<file path="src/rtl/tvg_pkg.sv">
package tvg_pkg;

   // pins are handled in groups of this size; vector numbering depends on it
   localparam int unsigned GRP = 4;

   // pending slot for a pin change; slot number equals vector number
   function automatic int unsigned slot_of(input int unsigned pin, input bit rise);
      return (pin / GRP) * (2 * GRP) + (rise ? GRP : 0) + (pin % GRP);
   endfunction

   // highest trigger vector number + 1 for a given active pin count
   function automatic int unsigned trig_vec_limit(input int unsigned npins);
      return ((npins + GRP - 1) / GRP) * (2 * GRP);
   endfunction

endpackage

</file>
<file path="src/rtl/tvg_sync.sv">
module tvg_sync #(
   parameter int unsigned STAGES = 2
) (
   input  logic clk,
   input  logic rst_n,
   input  logic d_i,
   output logic q_o
);
   logic [STAGES-1:0] sr_q;

   always_ff @(posedge clk or negedge rst_n) begin
      if (!rst_n) sr_q <= '0;
      else        sr_q <= {sr_q[STAGES-2:0], d_i};
   end

   assign q_o = sr_q[STAGES-1];
endmodule

</file>
<file path="src/rtl/tvg_edge.sv">
module tvg_edge #(
   parameter int unsigned N      = 8,
   parameter int unsigned STAGES = 2
) (
   input  logic         clk,
   input  logic         rst_n,
   input  logic [N-1:0] lvl_i,
   output logic [N-1:0] rise_o,
   output logic [N-1:0] fall_o
);
   // the sync chain plus the history flop must be filled before edges count
   localparam int unsigned PRIME = STAGES + 1;
   localparam int unsigned CW    = $clog2(PRIME + 1);

   logic [N-1:0]  prev_q;
   logic [CW-1:0] prime_q;
   logic          armed;

   assign armed = (prime_q == CW'(PRIME));

   always_ff @(posedge clk or negedge rst_n) begin
      if (!rst_n) begin
         prev_q  <= '0;
         prime_q <= '0;
      end else begin
         prev_q <= lvl_i;
         if (!armed) prime_q <= prime_q + CW'(1);
      end
   end

   assign rise_o = armed ? ( lvl_i & ~prev_q) : '0;
   assign fall_o = armed ? (~lvl_i &  prev_q) : '0;
endmodule

</file>
<file path="src/rtl/tvg_pend.sv">
module tvg_pend #(
   parameter int unsigned SLOTS = 8,
   parameter int unsigned NPEND = 2 * SLOTS + 1,
   parameter int unsigned IDX_W = $clog2(NPEND)
) (
   input  logic             clk,
   input  logic             rst_n,
   input  logic [SLOTS-1:0] rise_i,
   input  logic [SLOTS-1:0] fall_i,
   input  logic             evt_i,
   input  logic             clr_i,
   input  logic [IDX_W-1:0] clr_idx_i,
   output logic [NPEND-1:0] pend_o
);
   import tvg_pkg::*;

   logic [NPEND-1:0] set_m;
   logic [NPEND-1:0] clr_m;
   logic [NPEND-1:0] pend_q;

   for (genvar p = 0; p < SLOTS; p++) begin : g_map
      localparam int unsigned FS = slot_of(p, 1'b0);
      localparam int unsigned RS = slot_of(p, 1'b1);
      assign set_m[FS] = fall_i[p];
      assign set_m[RS] = rise_i[p];
   end
   assign set_m[NPEND-1] = evt_i;

   always_comb begin
      clr_m = '0;
      if (clr_i) clr_m[clr_idx_i] = 1'b1;
   end

   // a new detection in the same cycle as its clear wins
   always_ff @(posedge clk or negedge rst_n) begin
      if (!rst_n) pend_q <= '0;
      else        pend_q <= (pend_q & ~clr_m) | set_m;
   end

   assign pend_o = pend_q;
endmodule

</file>
<file path="src/rtl/tvg_arb.sv">
module tvg_arb #(
   parameter int unsigned NPEND = 17,
   parameter int unsigned IDX_W = $clog2(NPEND)
) (
   input  logic             clk,
   input  logic             rst_n,
   input  logic [NPEND-1:0] pend_i,
   input  logic             ack_i,
   output logic             req_o,
   output logic [IDX_W-1:0] sel_o,
   output logic             take_o
);
   logic [IDX_W-1:0] low_idx;
   logic             hold_q;
   logic [IDX_W-1:0] hold_idx_q;

   always_comb begin
      low_idx = '0;
      for (int i = NPEND - 1; i >= 0; i--) begin
         if (pend_i[i]) low_idx = IDX_W'(i);
      end
   end

   assign req_o  = |pend_i;
   assign sel_o  = hold_q ? hold_idx_q : low_idx;
   assign take_o = req_o && ack_i;

   always_ff @(posedge clk or negedge rst_n) begin
      if (!rst_n) begin
         hold_q     <= 1'b0;
         hold_idx_q <= '0;
      end else if (take_o) begin
         hold_q <= 1'b0;
      end else if (req_o) begin
         hold_q     <= 1'b1;
         hold_idx_q <= sel_o;
      end
   end
endmodule

</file>
<file path="src/rtl/trig_vec_gen.sv">
module trig_vec_gen #(
   parameter int unsigned TRIG_SLOTS  = 8,
   parameter int unsigned NUM_TRIG    = 8,
   parameter int unsigned SYNC_STAGES = 2,
   parameter int unsigned VEC_W       = 6,
   parameter int unsigned EVT_VEC     = 32
) (
   input  logic                  clk,
   input  logic                  rst_n,
   input  logic [TRIG_SLOTS-1:0] trig_i,
   input  logic                  evt_i,
   input  logic                  ack_i,
   output logic                  req_o,
   output logic [VEC_W-1:0]      vec_o
);
   import tvg_pkg::*;

   localparam int unsigned NPEND = 2 * TRIG_SLOTS + 1;
   localparam int unsigned IDX_W = $clog2(NPEND);

   if (TRIG_SLOTS % GRP != 0 || TRIG_SLOTS == 0) begin : g_bad_slots
      $error("TRIG_SLOTS must be a nonzero multiple of the group size");
   end
   if (NUM_TRIG == 0 || NUM_TRIG > TRIG_SLOTS) begin : g_bad_num
      $error("NUM_TRIG must be in 1..TRIG_SLOTS");
   end
   if (SYNC_STAGES < 2) begin : g_bad_sync
      $error("SYNC_STAGES must be at least 2");
   end
   if (EVT_VEC < 2 * TRIG_SLOTS || EVT_VEC >= (1 << VEC_W) || IDX_W > VEC_W) begin : g_bad_vec
      $error("EVT_VEC or VEC_W out of range");
   end

   logic [TRIG_SLOTS-1:0] lvl;
   logic [TRIG_SLOTS-1:0] rise;
   logic [TRIG_SLOTS-1:0] fall;
   logic [NPEND-1:0]      pend;
   logic [IDX_W-1:0]      sel;
   logic                  take;

   for (genvar p = 0; p < TRIG_SLOTS; p++) begin : g_pin
      if (p < NUM_TRIG) begin : g_live
         tvg_sync #(.STAGES(SYNC_STAGES)) u_sync (
            .clk   (clk),
            .rst_n (rst_n),
            .d_i   (trig_i[p]),
            .q_o   (lvl[p])
         );
      end else begin : g_dead
         assign lvl[p] = 1'b0;
      end
   end

   tvg_edge #(.N(TRIG_SLOTS), .STAGES(SYNC_STAGES)) u_edge (
      .clk    (clk),
      .rst_n  (rst_n),
      .lvl_i  (lvl),
      .rise_o (rise),
      .fall_o (fall)
   );

   tvg_pend #(.SLOTS(TRIG_SLOTS), .NPEND(NPEND), .IDX_W(IDX_W)) u_pend (
      .clk       (clk),
      .rst_n     (rst_n),
      .rise_i    (rise),
      .fall_i    (fall),
      .evt_i     (evt_i),
      .clr_i     (take),
      .clr_idx_i (sel),
      .pend_o    (pend)
   );

   tvg_arb #(.NPEND(NPEND), .IDX_W(IDX_W)) u_arb (
      .clk    (clk),
      .rst_n  (rst_n),
      .pend_i (pend),
      .ack_i  (ack_i),
      .req_o  (req_o),
      .sel_o  (sel),
      .take_o (take)
   );

   always_comb begin
      if (!req_o)                         vec_o = '0;
      else if (sel == IDX_W'(NPEND - 1))  vec_o = VEC_W'(EVT_VEC);
      else                                vec_o = VEC_W'(sel);
   end
endmodule

</file>
<file path="config.mk">
export PLATFORM = sky130hd
export DESIGN_NAME = trig_vec_gen
export DESIGN_NICKNAME = d
export VERILOG_FILES = /design/src/rtl/tvg_pkg.sv /design/src/rtl/tvg_sync.sv /design/src/rtl/tvg_edge.sv /design/src/rtl/tvg_pend.sv /design/src/rtl/tvg_arb.sv /design/src/rtl/trig_vec_gen.sv
export SDC_FILE = /design/constraint.sdc
export NUM_CORES = 1
export LEC_CHECK = 0
export BUFFER_PORTS_ARGS = -buffer_cell sky130_fd_sc_hd__buf_2
export CELL_PAD_IN_SITES_DETAIL_PLACEMENT = 1
export CELL_PAD_IN_SITES_GLOBAL_PLACEMENT = 2
export CORE_ASPECT_RATIO = 0.9
export CORE_MARGIN = 3
export CORE_UTILIZATION = 38
export DETAILED_ROUTE_END_ITERATION = 10
export PLACE_DENSITY = 0.88
export SETUP_SLACK_MARGIN = 0.4
export SLEW_MARGIN = 20
export SYNTH_ARGS = -nofsm -noshare
export SYNTH_HDL_FRONTEND = slang
export SYNTH_SLANG_ARGS = --single-unit
</file>
<file path="constraint.sdc">
create_clock -name clk -period 3.1 [get_ports clk]
set_clock_uncertainty 0.15 [all_clocks]
set_input_delay 0.62 -clock clk [delete_from_list [all_inputs] [get_ports clk]]
set_output_delay 0.62 -clock clk [all_outputs]
set_load 0.01 [all_outputs]
</file>
-- Word-level counts from Yosys, hierarchy flattened
Index checks and enable logic that the tools add are counted.
- input bits: 12
- bits in latches: 0
- memories kept: 0
- logic and storage cells: 58
- bits in registers: 49
- memory bits (writable): 0
- ROM bits: 0
- bitwise logic cells: 8
- shift-type cells: 0
- multiplexer cells: 27
- divide/modulo/power cells: 0
- add/subtract/negate cells: 1
- reductions and logical operators: 5
- multiply operators: 0
- order comparisons: 2
- eq/ne operators: 2
- operators by type and width (cell ; number):
    $mux 5 ; 18
    $and 17x17->17 ; 1
    $mux 17 ; 1
    $not 17->17 ; 1
    $or 17x17->17 ; 1
    $reduce_or 17->1 ; 1
    $and 8x8->8 ; 2
    $mux 8 ; 2
    $not 8->8 ; 2
    $mux 6 ; 2
    $lt 5x6->1 const B ; 1
    $demux 1 s5 ; 1
    $eq 5x5->1 const B ; 1
    $ge 5x1->1 const B ; 1
    $mux 1 ; 3
    $add 2x1->2 const B ; 1
    $eq 2x2->1 const B ; 1
    $logic_and 1x1->1 ; 2
    $reduce_and 2->1 ; 1
    $reduce_bool 2->1 ; 1
    $not 1->1 ; 1

-- Logic depth before layout (Yosys ltp)
- word-level depth: 26
- gate-level depth with buffers: 7

-- Modules after synthesis
A second synthesis with hierarchy kept.
- cells, all modules: 195
- area, all modules: 2219.6 um^2
- by module, submodules not included (module ; seq. area each (um^2) ; cells each ; times used ; area each (um^2)):
    tvg_pend ; 425.4 ; 78 ; 1 ; 800.8
    tvg_arb ; 150.1 ; 62 ; 1 ; 511.7
    tvg_edge ; 250.2 ; 31 ; 1 ; 454.2
    tvg_sync ; 50.0 ; 2 ; 8 ; 50.0
    trig_vec_gen ; 0.0 ; 8 ; 1 ; 52.6

-- Least setup slack after synthesis
OpenSTA, ideal clock, no wires.
- kind: flip-flop to output port
- from: register u_pend.pend_q[8], in the netlist u_pend.pend_o[8]
- to: output vec_o[5]
- arrival: 2023 ps
- required time: 2330 ps
- cell stages (with the launch flop): 5
- setup slack: 307 ps
- buffers on the path: 0
- path through: dfrtp_1 > or4_4 > o2111a_1 > or3b_4 > nor4_1
- cells in the longest elaborated chain, start to end: 13
- elaborated cells on any way between the ends: 14
- those cells by class: eq/ne (1); mux (12); reduce/logical (1)
- ends and longest elaborated chain (what ; line ; text):
    start: declaration ; tvg_pend.sv:19 ; logic [NPEND-1:0] pend_q;
    start signal: assignment ; tvg_pend.sv:37 ; else pend_q <= (pend_q & ~clr_m) | set_m;
    $mux 5 (9 in a row) ; tvg_arb.sv:20 ; if (pend_i[i]) low_idx = IDX_W'(i);
    $mux 5 ; tvg_arb.sv:25 ; assign sel_o = hold_q ? hold_idx_q : low_idx;
    $eq 5x5->1 ; trig_vec_gen.sv:85 ; else if (sel == IDX_W'(NPEND - 1)) vec_o = VEC_W'(EVT_VEC);
    $mux 6 ; trig_vec_gen.sv:85 ;
    $mux 6 (*) ; trig_vec_gen.sv:84 ; if (!req_o) vec_o = '0;
    end: declaration ; trig_vec_gen.sv:14 ; output logic [VEC_W-1:0] vec_o
Every way passes the cells marked *; elsewhere a longest branch is shown, timed or not.

-- Worst setup path after layout
- from: register u_pend.pend_q[14], in the netlist u_pend.pend_o[14]
- to: output vec_o[5]
- cells in the longest elaborated chain, start to end: 19
- elaborated cells on any way between the ends: 20
- those cells by class: eq/ne (1); mux (18); reduce/logical (1)
- ends and longest elaborated chain (what ; line):
    $mux 5 (15 in a row) ; tvg_arb.sv:20
    $mux 5 ; tvg_arb.sv:25
    $eq 5x5->1 ; trig_vec_gen.sv:85
    $mux 6 ; trig_vec_gen.sv:85
    $mux 6 (*) ; trig_vec_gen.sv:84
Marked as above.

==> impl_results.md <==
- Synthesized cell area: 0.001994 mm²
- Hold Worst Slack: 0.06857 ns
- Hpwl dp: 3427 µm
- IO Pins: 19
- WP data required: 2.33 ns
- DRC: 0
- Vias: around 1700
- Outcome: complete, but fails checks
- Num CTS Buffers: 5
- Hold_buf cts: 0
- Commonest cells in the netlist: dfrtp_1, o21ai_0, nand2_1
- P per Cell Area: 549.5 mW/mm²
- Top cells by area, synth: dfrtp_1, o21ai_0, nand2_1
- Synth warnings: 0
- First DRT Iteration DRCs: 166
- Crit path max fanout: 3
- Slew @ Worst Pin: roughly 0.69 ns
- Layout cell share with drive strength beyond 1: 0.2768
- Max Cap Viol: 0
- Cell with the most instances after synthesis: dfrtp_1
- VDD IR max: 0.0002876 V
- Final setup fails: 2
- Pre-CTS setup slack: 0.1136 ns
- Syn Inst Count: roughly 190
- Post-layout nets: 236
- Crit path DAT: 2.42 ns
- Hold Path Class: input port to asynchronous set/reset pin
- FMAX: between 300 and 400 MHz
- Clock sink count: 49
- CTS clk-pin slew, worst paths: 0.10 ns
- Num rows: 24
- DIE HEIGHT: 74.73 µm
- Die W: roughly 82 µm
- Number of global-route vias before repair: 1696
- DR WL/cell: 18.70 µm
- Initial antenna violation count: 0
- Starting Density: 0.4025
- Failing checks: negative setup slack
- Async SR Flop Fraction: 1.000
- Root Buffer: clkbuf_8
- Crit path time final: 3.188 ns
- Met3 WL: between 150 and 200 µm
- Post-synth top area share: 0.6148
- Final Cycle Share: 1.028
- Congestion Overflow GR: 0
- Pin count of the biggest net entering global routing: 35
- GR Util All Layers: 0.1814
- Initial DRT Pass Iterations: 6
- CTS tree: done
- Post-synth EDFFs: 0
- Max-slew headroom: 0.5331
- PortBufs: 18
- Worst-skew pair later-pin latency: 0.31 ns
- Cell taking the most area after synthesis: dfrtp_1
- WL final: 5404 µm
- Layout filler cell count: 552
- Vias/cell: 5.716
- First-pass GRT wire length: 8273 µm
- CORE AREA: 0.004955 mm²
- Lkg Pwr: a little over 1 nW
- Synth Flop Type: dfrtp_1
- Hold Fails Final Rpt: 0
- RSZ-0062 raised after global routing: yes
- Yosys cell types: between 40 and 50
- RePlAce Congestion: approximately 0.88
- M1 WL: around 2300 µm
- Final worst setup slack: -0.08767 ns
- CP Class: register to output port
- Slew Limit Fails: 0
- Top routing layer used: met4
- Flops & latches, synth: 49
- Post-synthesis sequential area ratio: 0.6148
- Met2 wire length: between 2000 and 3000 µm
- Worst Setup End Kind: output port
- Antenna cell count: 0
- Max Root-Sink Buffers: 2
- Die footprint: 0.006155 mm²
- Area grow syn2layout: 25.97%
- Startpoint Class: register
- Syn Nets: 198
- H-tree depth: 2
- Remaining antenna violation count: 0
- Avg Cell Area, Syn: 10.78 µm²
==> worst max-delay path: stages, from the launching register on <==
cell      delay, ns
dfrtp_1        0.41
buf_4          0.15
nor4_1         0.46
nand4b_1       0.27
o21ai_1        0.27
nand2_1        0.12
nor4_2         0.26
buf_2          0.17
==> sequential cells by signal, indices dropped and copies added, names as in the netlist <==
register,cells
u_arb.hold_idx_q,5
u_edge.prime_q,2
u_edge.prev_q,8
u_pend.pend_o,17
u_arb.hold_q,1
g_pin.g_live.u_sync.sr_q,16
==> report_power, final <==
part / internal, mW / switching, mW
sequential: 0.684 / 0.0499
clock: 0.169 / 0.237
combinational: 0.0998 / 0.141
==> layout by cell type, fill, tap and decap left out, types with 4 or more instances in the layout <==
master	synthesis	final
o21ai_0	25	23
nand3b_1	8	8
buf_6	0	4
nand2_1	24	24
inv_1	5	4
clkbuf_8	0	5
dfrtp_1	49	48
nor2_1	13	9
o21ai_1	7	8
a21oi_1	5	4
buf_2	0	15
buf_4	0	15
==> logic make-up (layout without fill, tap and decap cells) <==
group	after synthesis	count (layout)	synth area share
buf+inv	8	47	0.01506
compound gates	55	55	0.1700
mux	1	1	0.005646
flops	49	49	0.6148
fa+ha+maj	1	1	0.006273
simple gates	70	70	0.1838
xor+xnor	1	1	0.004392
==> through the flow <==
step,setup TNS (ns),util,instances,total power [mW],instance area [µm²]
after floorplan,0,-,185,0.8499,2006
after global placement,0,0.4417,268,0.9226,2188
after detailed placement,0,0.4417,268,0.9340,2188
after CTS,-0.03959,0.4881,283,1.367,2419
after global routing,-0.2721,0.5071,289,1.457,2512
final,-0.1012,0.5071,289,1.381,2512
==> final cells by class <==
cell class                 instances  area [µm²]  area share
sequential                        49        1227      0.4885
inverter                           5       18.77    0.007470
clock buffer                       5       68.82     0.02739
timing repair buffer              34       232.7     0.09263
clock inverter                     3       28.78     0.01145
multi-input combinational        128       854.6      0.3401
tap                               65       81.33     0.03237
==> routing by layer <==
metal / global-route usage / up-vias
met5: 0 / -
met4: 0.05904 / 0
met3: 0.04426 / 13
met2: 0.3132 / 38
met1: 0.2239 / 853
li1: - / 748
==> path summary, 6_finish.rpt <==
| check | startpoint | endpoint | slack [ns] | cells after the start |
|---|---|---|---|---|
| max | u_pend.pend_o[14] | vec_o[5] | -0.09 | 7 |
| min | rst_n | u_pend.pend_o[12] | 0.07 | 1 |
| max reg2reg | u_pend.pend_o[14] | u_pend.pend_o[8] | 0.43 | 9 |
| min in group clk | g_pin[5].g_live.u_sync.sr_q[0] | g_pin[5].g_live.u_sync.sr_q[1] | 0.21 | 0 |
| max in group asynchronous | rst_n | u_edge.prime_q[0] | 1.99 | 2 |
| min reg2reg | g_pin[5].g_live.u_sync.sr_q[0] | g_pin[5].g_live.u_sync.sr_q[1] | 0.21 | 0 |
==> what timing repair did <==
| item | in CTS | in global routing |
|---|---|---|
| setup endpoints to repair | 7 | 10 |
| gates resized for setup | 18 | 9 |
| buffers inserted | 7 | 6 |
| pin swaps | 4 | 5 |
Power figures use the tool's default switching activity.
